==> config.mk <==
export PLATFORM = sky130hd
export DESIGN_NAME = pmLcdTimer
export DESIGN_NICKNAME = d
export VERILOG_FILES = /design/src/rtl/lcdPkg.sv /design/src/rtl/lcdControl.sv /design/src/rtl/lcdDatapath.sv /design/src/rtl/pmLcdTimer.sv
export SDC_FILE = /design/constraint.sdc
export NUM_CORES = 1
export LEC_CHECK = 0
export ABC_AREA = 1
export BUFFER_PORTS_ARGS = -buffer_cell sky130_fd_sc_hd__buf_2
export CAP_MARGIN = 15
export CELL_PAD_IN_SITES_DETAIL_PLACEMENT = 1
export CELL_PAD_IN_SITES_GLOBAL_PLACEMENT = 2
export CORE_ASPECT_RATIO = 0.9
export CORE_UTILIZATION = 30
export DETAILED_ROUTE_END_ITERATION = 10
export GPL_TIMING_DRIVEN = 0
export PLACE_DENSITY = 0.73
export SKIP_CTS_REPAIR_TIMING = 1
export SLEW_MARGIN = 20
export SYNTH_ARGS = -nofsm -noshare
export SYNTH_HDL_FRONTEND = slang
export SYNTH_SLANG_ARGS = --single-unit
==> constraint.sdc <==
create_clock -name clk -period 3.05 [get_ports clk]
set_clock_uncertainty 0.2 [all_clocks]
set_input_delay 0.61 -clock clk [delete_from_list [all_inputs] [get_ports clk]]
set_output_delay 0.61 -clock clk [all_outputs]
set_load 0.02 [all_outputs]
==> src/rtl/lcdPkg.sv <==
package lcdPkg;

  localparam int GRP_W = 8;

  typedef enum logic [1:0] {
    ST_LOAD,
    ST_SHIFT,
    ST_LP,
    ST_IDLE
  } lcdStateT;

  typedef struct packed {
    logic       drive;
    logic       sclk;
    logic       lp;
    logic       flm;
    logic       acd;
    logic       advance;
    logic [1:0] busSel;
  } lcdStrobeT;

  function automatic int busWidth(input logic [1:0] sel);
    return 1 << sel;
  endfunction

endpackage

==> src/rtl/lcdControl.sv <==
module lcdControl
  import lcdPkg::*;
#(
  parameter int LEN_W   = 10,
  parameter int LINES_W = 10,
  parameter int IDLE_W  = 4,
  parameter int ACD_W   = 8,
  parameter int LP_CYC  = 2
) (
  input  logic               clk,
  input  logic               rstN,
  input  logic               grpFull,
  input  logic [1:0]         busSel,
  input  logic [LEN_W-1:0]   lineLen,
  input  logic [LINES_W-1:0] lineCount,
  input  logic [IDLE_W-1:0]  idleClks,
  input  logic [ACD_W-1:0]   acdPeriod,
  output lcdStrobeT          st
);

  localparam int LP_CW = (LP_CYC > 1) ? $clog2(LP_CYC) : 1;

  lcdStateT           state;
  logic               phase;
  logic [LEN_W-1:0]   pixCnt;
  logic [LINES_W-1:0] lineIdx;
  logic [LP_CW-1:0]   lpCnt;
  logic [IDLE_W-1:0]  idleCnt;
  logic [ACD_W-1:0]   frameCnt;
  logic               acdLvl;
  logic [1:0]         cfgBus;
  logic [LEN_W-1:0]   cfgLen;
  logic [LINES_W-1:0] cfgLines;
  logic [IDLE_W-1:0]  cfgIdle;

  logic [LEN_W:0]     pixNext;
  logic               lineDone;
  logic               lastLine;
  logic               acdHit;

  always_comb begin
    pixNext  = {1'b0, pixCnt} + (LEN_W + 1)'(busWidth(cfgBus));
    lineDone = pixNext >= {1'b0, cfgLen};
    lastLine = ({1'b0, lineIdx} + 1'b1) >= {1'b0, cfgLines};
    acdHit   = ({1'b0, frameCnt} + 1'b1) >= {1'b0, acdPeriod};
  end

  always_ff @(posedge clk or negedge rstN) begin
    if (!rstN) begin
      state    <= ST_LOAD;
      phase    <= 1'b0;
      pixCnt   <= '0;
      lineIdx  <= '0;
      lpCnt    <= '0;
      idleCnt  <= '0;
      frameCnt <= '0;
      acdLvl   <= 1'b0;
      cfgBus   <= '0;
      cfgLen   <= '0;
      cfgLines <= '0;
      cfgIdle  <= '0;
    end else begin
      case (state)
        ST_LOAD: begin
          cfgBus   <= busSel;
          cfgLen   <= lineLen;
          cfgLines <= lineCount;
          cfgIdle  <= idleClks;
          lineIdx  <= '0;
          pixCnt   <= '0;
          phase    <= 1'b0;
          if (acdHit) begin
            acdLvl   <= ~acdLvl;
            frameCnt <= '0;
          end else begin
            frameCnt <= frameCnt + 1'b1;
          end
          state <= ST_SHIFT;
        end
        ST_SHIFT: begin
          if (!phase) begin
            if (grpFull) phase <= 1'b1;
          end else begin
            phase  <= 1'b0;
            pixCnt <= pixNext[LEN_W-1:0];
            if (lineDone) begin
              state <= ST_LP;
              lpCnt <= '0;
            end
          end
        end
        ST_LP: begin
          if (lpCnt == LP_CW'(LP_CYC - 1)) begin
            state   <= ST_IDLE;
            idleCnt <= '0;
          end else begin
            lpCnt <= lpCnt + 1'b1;
          end
        end
        default: begin
          if (idleCnt >= cfgIdle) begin
            if (lastLine) begin
              state <= ST_LOAD;
            end else begin
              lineIdx <= lineIdx + 1'b1;
              pixCnt  <= '0;
              state   <= ST_SHIFT;
            end
          end else begin
            idleCnt <= idleCnt + 1'b1;
          end
        end
      endcase
    end
  end

  always_comb begin
    st.drive   = (state == ST_SHIFT) && grpFull;
    st.sclk    = (state == ST_SHIFT) && phase;
    st.advance = (state == ST_SHIFT) && phase;
    st.lp      = (state == ST_LP);
    st.flm     = ((state == ST_SHIFT) || (state == ST_LP)) && (lineIdx == '0);
    st.acd     = acdLvl;
    st.busSel  = cfgBus;
  end


  sclk_has_data_chk: assert property (@(posedge clk) disable iff (!rstN)
    st.sclk |-> grpFull);


  pix_bound_chk: assert property (@(posedge clk) disable iff (!rstN)
    ((state == ST_SHIFT) && (cfgLen != '0)) |-> (pixCnt < cfgLen));

endmodule

==> src/rtl/lcdDatapath.sv <==
module lcdDatapath
  import lcdPkg::*;
#(
  parameter int LD_W = 16
) (
  input  logic             clk,
  input  logic             rstN,
  input  logic             inValid,
  input  logic [GRP_W-1:0] inData,
  output logic             inReady,
  input  lcdStrobeT        st,
  output logic             grpFull,
  output logic [LD_W-1:0]  ldRaw,
  output logic             sclkRaw,
  output logic             lpRaw,
  output logic             flmRaw,
  output logic             acdRaw
);

  localparam int OFF_W = $clog2(GRP_W);
  localparam int SUM_W = OFF_W + 1;

  logic [GRP_W-1:0] grpReg;
  logic [GRP_W-1:0] shifted;
  logic [OFF_W-1:0] bitOff;
  logic [SUM_W-1:0] offSum;
  logic             consume;
  logic [LD_W-1:0]  ldNext;

  always_comb begin
    offSum  = {1'b0, bitOff} + SUM_W'(busWidth(st.busSel));
    consume = st.advance && (offSum >= SUM_W'(GRP_W));
    inReady = !grpFull || consume;
    shifted = grpReg >> bitOff;
  end

  always_ff @(posedge clk or negedge rstN) begin
    if (!rstN) begin
      grpReg  <= '0;
      grpFull <= 1'b0;
      bitOff  <= '0;
    end else begin
      if (st.advance) bitOff <= offSum[OFF_W-1:0];
      if (inValid && inReady) begin
        grpReg  <= inData;
        grpFull <= 1'b1;
      end else if (consume) begin
        grpFull <= 1'b0;
      end
    end
  end

  generate
    for (genvar j = 0; j < LD_W; j++) begin : gLane
      if (j < GRP_W) begin : gLive
        assign ldNext[j] = st.drive && (j < busWidth(st.busSel)) && shifted[j];
      end else begin : gTie
        assign ldNext[j] = 1'b0;
      end
    end
  endgenerate

  always_ff @(posedge clk or negedge rstN) begin
    if (!rstN) begin
      ldRaw   <= '0;
      sclkRaw <= 1'b0;
      lpRaw   <= 1'b0;
      flmRaw  <= 1'b0;
      acdRaw  <= 1'b0;
    end else begin
      ldRaw   <= ldNext;
      sclkRaw <= st.sclk;
      lpRaw   <= st.lp;
      flmRaw  <= st.flm;
      acdRaw  <= st.acd;
    end
  end


  grp_hold_chk: assert property (@(posedge clk) disable iff (!rstN)
    (grpFull && !consume) |=> $stable(grpReg));


  lp_no_sclk_chk: assert property (@(posedge clk) disable iff (!rstN)
    lpRaw |-> !sclkRaw);


  flm_ends_with_lp_chk: assert property (@(posedge clk) disable iff (!rstN)
    $fell(flmRaw) |-> $fell(lpRaw));


  acd_at_flm_chk: assert property (@(posedge clk) disable iff (!rstN)
    !$stable(acdRaw) |-> $rose(flmRaw));

endmodule

==> src/rtl/pmLcdTimer.sv <==
module pmLcdTimer
  import lcdPkg::*;
#(
  parameter int LD_W    = 16,
  parameter int LEN_W   = 10,
  parameter int LINES_W = 10,
  parameter int IDLE_W  = 4,
  parameter int ACD_W   = 8,
  parameter int LP_CYC  = 2
) (
  input  logic               clk,
  input  logic               rstN,
  input  logic               inValid,
  output logic               inReady,
  input  logic [7:0]         inData,
  input  logic [1:0]         busSel,
  input  logic [LEN_W-1:0]   lineLen,
  input  logic [LINES_W-1:0] lineCount,
  input  logic [IDLE_W-1:0]  idleClks,
  input  logic [ACD_W-1:0]   acdPeriod,
  input  logic [3:0]         polInv,
  output logic [LD_W-1:0]    lcdData,
  output logic               lcdSclk,
  output logic               lcdLp,
  output logic               lcdFlm,
  output logic               lcdAcd
);

  lcdStrobeT st;
  logic      grpFull;
  logic      sclkRaw;
  logic      lpRaw;
  logic      flmRaw;
  logic      acdRaw;

  lcdControl #(
    .LEN_W  (LEN_W),
    .LINES_W(LINES_W),
    .IDLE_W (IDLE_W),
    .ACD_W  (ACD_W),
    .LP_CYC (LP_CYC)
  ) uCtrl (
    .clk      (clk),
    .rstN     (rstN),
    .grpFull  (grpFull),
    .busSel   (busSel),
    .lineLen  (lineLen),
    .lineCount(lineCount),
    .idleClks (idleClks),
    .acdPeriod(acdPeriod),
    .st       (st)
  );

  lcdDatapath #(
    .LD_W(LD_W)
  ) uData (
    .clk    (clk),
    .rstN   (rstN),
    .inValid(inValid),
    .inData (inData),
    .inReady(inReady),
    .st     (st),
    .grpFull(grpFull),
    .ldRaw  (lcdData),
    .sclkRaw(sclkRaw),
    .lpRaw  (lpRaw),
    .flmRaw (flmRaw),
    .acdRaw (acdRaw)
  );

  assign lcdSclk = sclkRaw ^ polInv[0];
  assign lcdLp   = lpRaw   ^ polInv[1];
  assign lcdFlm  = flmRaw  ^ polInv[2];
  assign lcdAcd  = acdRaw  ^ polInv[3];

endmodule

==> metrics.yaml, run 1 <==
global_route:
  grt_pass1_wl_um: 25270
  antenna_found_initial: 0
  grt_max_degree: 49
  grt_overflow: 0
  first_global_vias: 5176
  grt.total_usage: 0.1688
die:
  core_area_mm2: 0.01784
  start_util: 0.3094
  dieArea_mm2: 0.01895
  die_w_um: 145.0
  num_rows: 46
  ioPinCount: 70
  dieHeight_um: 130.7
timing:
  finalCritPeriodShare: 1.001
  hold_violations: 0
  timing.fmax_ghz: 0.3276
  whs_ns: 0.2016
  setup_viol: 1
  fin_ws_ns: -0.002115
  tightestPinTransition_ns: 0.6872
  finalMaxSlewViolations: 0
  fin_crit_ns: 3.052
  max-slew-margin-rel: 0.5419
  rsz0062_at_grt: "yes"
setup_path:
  cp-start-kind: "flop"
  path_delay_family: "simple AND/OR/NAND/NOR gates"
  arrival_ns: 3.10
  cp_max_fo: 5
  cp_num_buf_inv: 4
  path_cells: "inv_4, nand2_4, nand2_4, nand2_2, inv_2, ha_4, inv_2, nand2_2, nand4_1, nand2_4, nand2_2, xor2_2, inv_2, ha_4, a21o_1, a211oi_2, nand2_1, nor2_2, nor2_2, nand2_1, nand2_1"
  cp_slowest_cell: "dfrtp_2"
  crit_start: "uCtrl.cfgBus[1]"
  cpPeakStageDelay_ns: 0.48
  critical_path_class: "flop to flop"
  end_kind: "flop"
  rr_startpoint: "uCtrl.cfgBus[1]"
  worstPathRequired_ns: 3.10
route:
  via_per_inst: 4.630
  routed_wirelength_um: 15320
  wl_met3_um: 449
  route.detailed.drc: 0
  routedWlPerCell_um: 14.19
  via_count: 5000
  ant_nets: 0
  top_layer_used: "met4"
  met2_length_um: 7134
  first_pass_iters: 4
  m1WireLength_um: 7464
  drt_iter0_markers: 172
power_and_ir_drop:
  finalPower_w: 0.006882
  powerDensity_mw_per_mm2: 988.7
  vdd_drop_max_mv: 0.4129
  leakagePower_nw: 3.739
cts:
  htree_levels: 3
  path_clk_slew_ns: 0.07
  cts.path.max_buffers: 2
  clk_latency_ns: 0.35
  cts_buffers: 9
  clkSinkCount: 87
  cts_root_buffer: "clkbuf_16"
  cts_tree: "done"
layout:
  antenna_cells: 0
  area_growth_pct: 26.09
  fill_cells: 2233
  drive_above_1_share: 0.2286
  layout_commonest_cell: "nand2_1"
  nets: 930
  layout_common_cells: "nand2_1 (209), inv_1 (107), dfrtp_1 (85)"
placement:
  io_buffers: 61
  dp_slack_ns: -0.4389
  place_hpwl_um: 11390
  gp_congestion: 0.8162
hold_path:
  worstHoldStart: "uCtrl.acdLvl"
  hp-class: "flop to flop"
synthesis:
  async_flop_share: 1.000
  synth_cell_types: 41
  synth_seq_cells: 87
  ys_seq_area_frac: 0.3944
  yosys.area.top_type: "dfrtp_1"
  synth_ff_type: "dfrtp_1"
  synth.cell_area_mm2: 0.005520
  synthTopCellsByArea: "dfrtp_1 (39%), nand2_1 (15%), ha_1 (10%)"
  avgSynthCellArea_um2: 7.470
  ys_warn_count: 0
  synth_edf_count: 0
  yosysTopAreaCellShare: 0.3944
  synth_cells: 739
flow_run:
  maxCapViolCount: 0
outcome:
  status: "complete, but fails checks"
  violations: "setup timing"
[registers in the layout (all words and copies together), names as in the netlist]
name / cells
uData.flmRaw: 1
uData.bitOff: 3
uData.ldRaw: 8
uCtrl.state: 2
uCtrl.cfgLines: 10
uData.lpRaw: 1
uCtrl.cfgBus: 2
uCtrl.phase: 1
uCtrl.lpCnt: 1
uData.grpReg: 8
uCtrl.acdLvl: 1
uData.acdRaw: 1
uCtrl.idleCnt: 4
uCtrl.cfgLen: 10
uData.sclkRaw: 1
uCtrl.pixCnt: 10
uCtrl.cfgIdle: 4
uCtrl.lineIdx: 10
uData.grpFull: 1
uCtrl.frameCnt: 8
[cell families (layout without fill, tap and decap cells)]
group	count (synthesis)	after routing	synth area share
xor gates and xnor gates	19	19	0.03015
and+or+nand+nor	357	358	0.2758
DFF	87	87	0.3944
buffers and inverters	145	238	0.1092
AOI/OAI and AO/OA	85	85	0.08771
adders and majority gates	45	45	0.1020
other	1	8	0.0006793
[area by class of cell]
| class | instances | area, um2 | area share |
|---|---|---|---|
| clock inverters | 5 | 82.58 | 0.01186 |
| plain buffers | 27 | 172.7 | 0.02481 |
| well taps | 240 | 300.3 | 0.04314 |
| multi-input cells | 515 | 3075 | 0.4418 |
| repair buffers | 78 | 465.4 | 0.06687 |
| clock buffers | 10 | 239.0 | 0.03433 |
| inverters | 118 | 445.4 | 0.06399 |
| flip-flops and latches | 87 | 2180 | 0.3131 |
[layer usage]
| metal | GRT usage | vias up |
|---|---|---|
| met4 | 0.06383 | 0 |
| li1 | - | 2514 |
| met3 | 0.03299 | 18 |
| met1 | 0.2164 | 2400 |
| met2 | 0.2839 | 68 |
| met5 | 0 | - |
[worst paths after layout]
path	end	slack, ns	cells past startpoint
worst min-delay path	uData.acdRaw	0.20	0
worst min register to register	uData.acdRaw	0.20	0
worst max register to register	uCtrl.state[0]	-0.002	21
worst max-delay path	uCtrl.state[0]	-0.002	21
min in group asynchronous	uCtrl.lineIdx[7]	0.53	2
max in group asynchronous	uCtrl.cfgBus[1]	1.51	3
[power breakdown]
group / leakage [nW] / total (W) / switching, W / internal [W]
Combinational: 2.47 / 0.00383 / 0.00248 / 0.00135
Sequential: 1.11 / 0.00182 / 0.000250 / 0.00157
Clock: 0.159 / 0.00123 / 0.000496 / 0.000738
[cells in the mapped netlist, types with 2 or more instances]
cell type,instances
a21oi_2,2
a21o_1,3
o31ai_1,2
o22ai_1,7
a211oi_1,2
nand3_1,48
inv_2,5
buf_4,8
nand4_1,13
o21ai_1,2
o21ai_0,45
nor2_1,38
nor3_1,11
buf_1,4
clkbuf_1,5
a21oi_1,16
xor2_1,17
inv_1,113
nand2_1,226
nor4_1,3
xnor2_1,2
ha_1,45
nand2_2,9
nand2_4,2
dfrtp_1,87
o21bai_1,2
buf_2,8
[metrics by stage]
stage	area, um2	util	instances	setup TNS [ns]
6_report	6960	0.3901	1080	-0.002115
5_1_grt	6960	0.3901	1080	-1.128
4_1_cts	6507	0.3647	1063	-2.555
3_5_place_dp	6186	0.3467	1048	-1.779
3_3_place_gp	6152	0.3448	1047	-1.252
2_1_floorplan	5547	-	746	0
Power figures use the tool's default switching activity.
==> run 2, diff against run 1 <==
CORE_ASPECT_RATIO = unset   (was 0.9)
==> run 2 against run 1 <==
Effect of this change: the flow still finishes with violations (setup timing); die area is essentially flat; sequential share of layout area grew 0.17 points; power shrank 2.2%; via count grew 0.52%; register-to-register slack lost 0.02 ns; count of clock-buffer cells in the layout shrank 1; utilization shrank 0.60 points; setup slack lost 0.023 ns; global-route usage grew 0.37 points; fmax shrank 0.76%; critical endpoint unchanged; largest power group unchanged.
==> metrics.yaml, run 2 (synthesis results as in run 1) <==
outcome:
  status: "complete, but fails checks"
  violations: "setup timing"
setup_path:
  critical_path_class: "flop to flop"
  cp_max_fo: 6
  cpMostUsedCell: "nand2_2"
  crit_start: "uCtrl.cfgBus[1]"
  rr_startpoint: "uCtrl.cfgBus[1]"
  cp-start-kind: "flop"
  arrival_ns: 3.17
  worstPathRequired_ns: 3.14
  end_kind: "flop"
  path_cells: "inv_4, nand2_4, nand2_4, nand2_2, inv_2, ha_4, inv_2, nand2_2, nand4_1, nand2_4, buf_6, xnor2_2, inv_2, ha_4, nand2_2, a21oi_2, nor2_2, nand2_1, nand2_2, a21oi_2, nor2_2, nor2_2, nand2_1, nand2_1"
  cpPeakStageDelay_ns: 0.48
  cp_slowest_cell: "dfrtp_2"
power_and_ir_drop:
  leakagePower_nw: 3.734
  powerDensity_mw_per_mm2: 972.4
  vdd_drop_max_mv: 0.4061
  finalPower_w: 0.006732
timing:
  fin_crit_ns: 3.076
  max-slew-margin-rel: 0.5539
  timing.fmax_ghz: 0.3251
  finalCritPeriodShare: 1.008
  finalMaxSlewViolations: 0
  fin_ws_ns: -0.02553
  setup_viol: 1
  hold_violations: 0
  rsz0062_at_grt: "yes"
  tightestPinTransition_ns: 0.6692
die:
  num_rows: 49
  dieArea_mm2: 0.01895
  core_area_mm2: 0.01802
  ioPinCount: 70
  die_w_um: 137.7
  start_util: 0.3063
  dieHeight_um: 137.7
placement:
  io_buffers: 61
  gp_congestion: 0.7853
  place_hpwl_um: 11510
  place_inst: 1037
global_route:
  grt_max_degree: 54
  antenna_found_initial: 0
  first_global_vias: 5270
  grt_pass1_wl_um: 25340
  grt.total_usage: 0.1725
  grt_overflow: 0
layout:
  layout_common_cells: "nand2_1 (208), inv_1 (108), dfrtp_1 (85)"
  antenna_cells: 0
  stdcell_count: 1076
  area_growth_pct: 25.41
  layout_commonest_cell: "nand2_1"
  nets: 936
  drive_above_1_share: 0.2279
hold_path:
  hp-class: "flop to flop"
  worstHoldStart: "uCtrl.acdLvl"
cts:
  clkSinkCount: 87
  cts_tree: "done"
  cts_buffers: 9
  cts.path.max_buffers: 2
  htree_levels: 3
  path_clk_slew_ns: 0.07
  cts_root_buffer: "clkbuf_16"
  clk_latency_ns: 0.35
route:
  routed_wirelength_um: 15490
  via_per_inst: 4.671
  ant_nets: 0
  route.detailed.drc: 0
  routedWlPerCell_um: 14.40
  first_pass_iters: 5
  via_count: 5026
  drt_iter0_markers: 119
flow_run:
  maxCapViolCount: 0
## run 2: cell count changes in the layout (fill, tap and decap cells not counted), sizes merged
cell	change
clkbuf	-1
clkinv	+1
clkinvlp	+1
bufinv	-2
buf	+6
inv	+2
## run 2: stage by stage
step                 TNS, ns    util  hold slack, ns  instance area (um2)  setup WS, ns
detailed placement    -1.831  0.3424          0.1939                 6172       -0.4616
CTS                   -2.937  0.3580        -0.04287                 6454       -0.5496
global placement      -1.246  0.3406          0.1789                 6138       -0.4008
global route         -0.7352  0.3841          0.2332                 6923       -0.1689
finish              -0.02553  0.3841          0.2083                 6923      -0.02553
floorplan                  0       -          0.1144                 5547        0.1696
## run 2: layout make-up
type | count | area (um2)
clock inverter | 7 | 56.30
inverter | 118 | 445.4
timing repair buffer | 84 | 514.2
clock buffer | 9 | 225.2
buffer | 27 | 172.7
multi-input combinational | 515 | 3043
tap | 229 | 286.5
fill | 2248 | 11100
sequential | 87 | 2180
## run 2: final timing paths
check	depth (start not counted)	slack [ns]	to
setup / recovery	24	-0.03	uCtrl.state[0]
hold / removal	0	0.21	uData.acdRaw
setup reg to reg	24	-0.03	uCtrl.state[0]
hold reg to reg	0	0.21	uData.acdRaw
max in group asynchronous	3	1.52	uCtrl.cfgBus[1]
min in group asynchronous	2	0.52	uCtrl.lineIdx[6]
## run 2: per-layer routing
| metal | vias to the layer above | wire (um) | track usage | part of all wire |
|---|---|---|---|---|
| met5 | - | 0 | 0 | 0 |
| met4 | 0 | 176 | 0.04335 | 0.011 |
| met3 | 14 | 474 | 0.03385 | 0.031 |
| met2 | 70 | 7786 | 0.3043 | 0.50 |
| met1 | 2420 | 7056 | 0.2132 | 0.46 |
| li1 | 2522 | - | - | - |
## run 2: worst max-delay path: cells and delay by family, from the launching register on
family | cells | cell delay (ns)
adders and majority gates | 2 | 0.40
and+or+nand+nor | 14 | 1.12
buffers and inverters | 5 | 0.40
xor gates and xnor gates | 1 | 0.11
DFF | 1 | 0.48
AOI/OAI and AO/OA | 2 | 0.29
## run 2: power breakdown
part / switching [W] / internal [W] / leakage, nW / total, W
Combinational: 0.00247 / 0.00136 / 2.49 / 0.00383
Sequential: 0.000257 / 0.00157 / 1.11 / 0.00182
Clock: 0.000517 / 0.000561 / 0.136 / 0.00108
Total: 0.00325 / 0.00348 / 3.73 / 0.00673
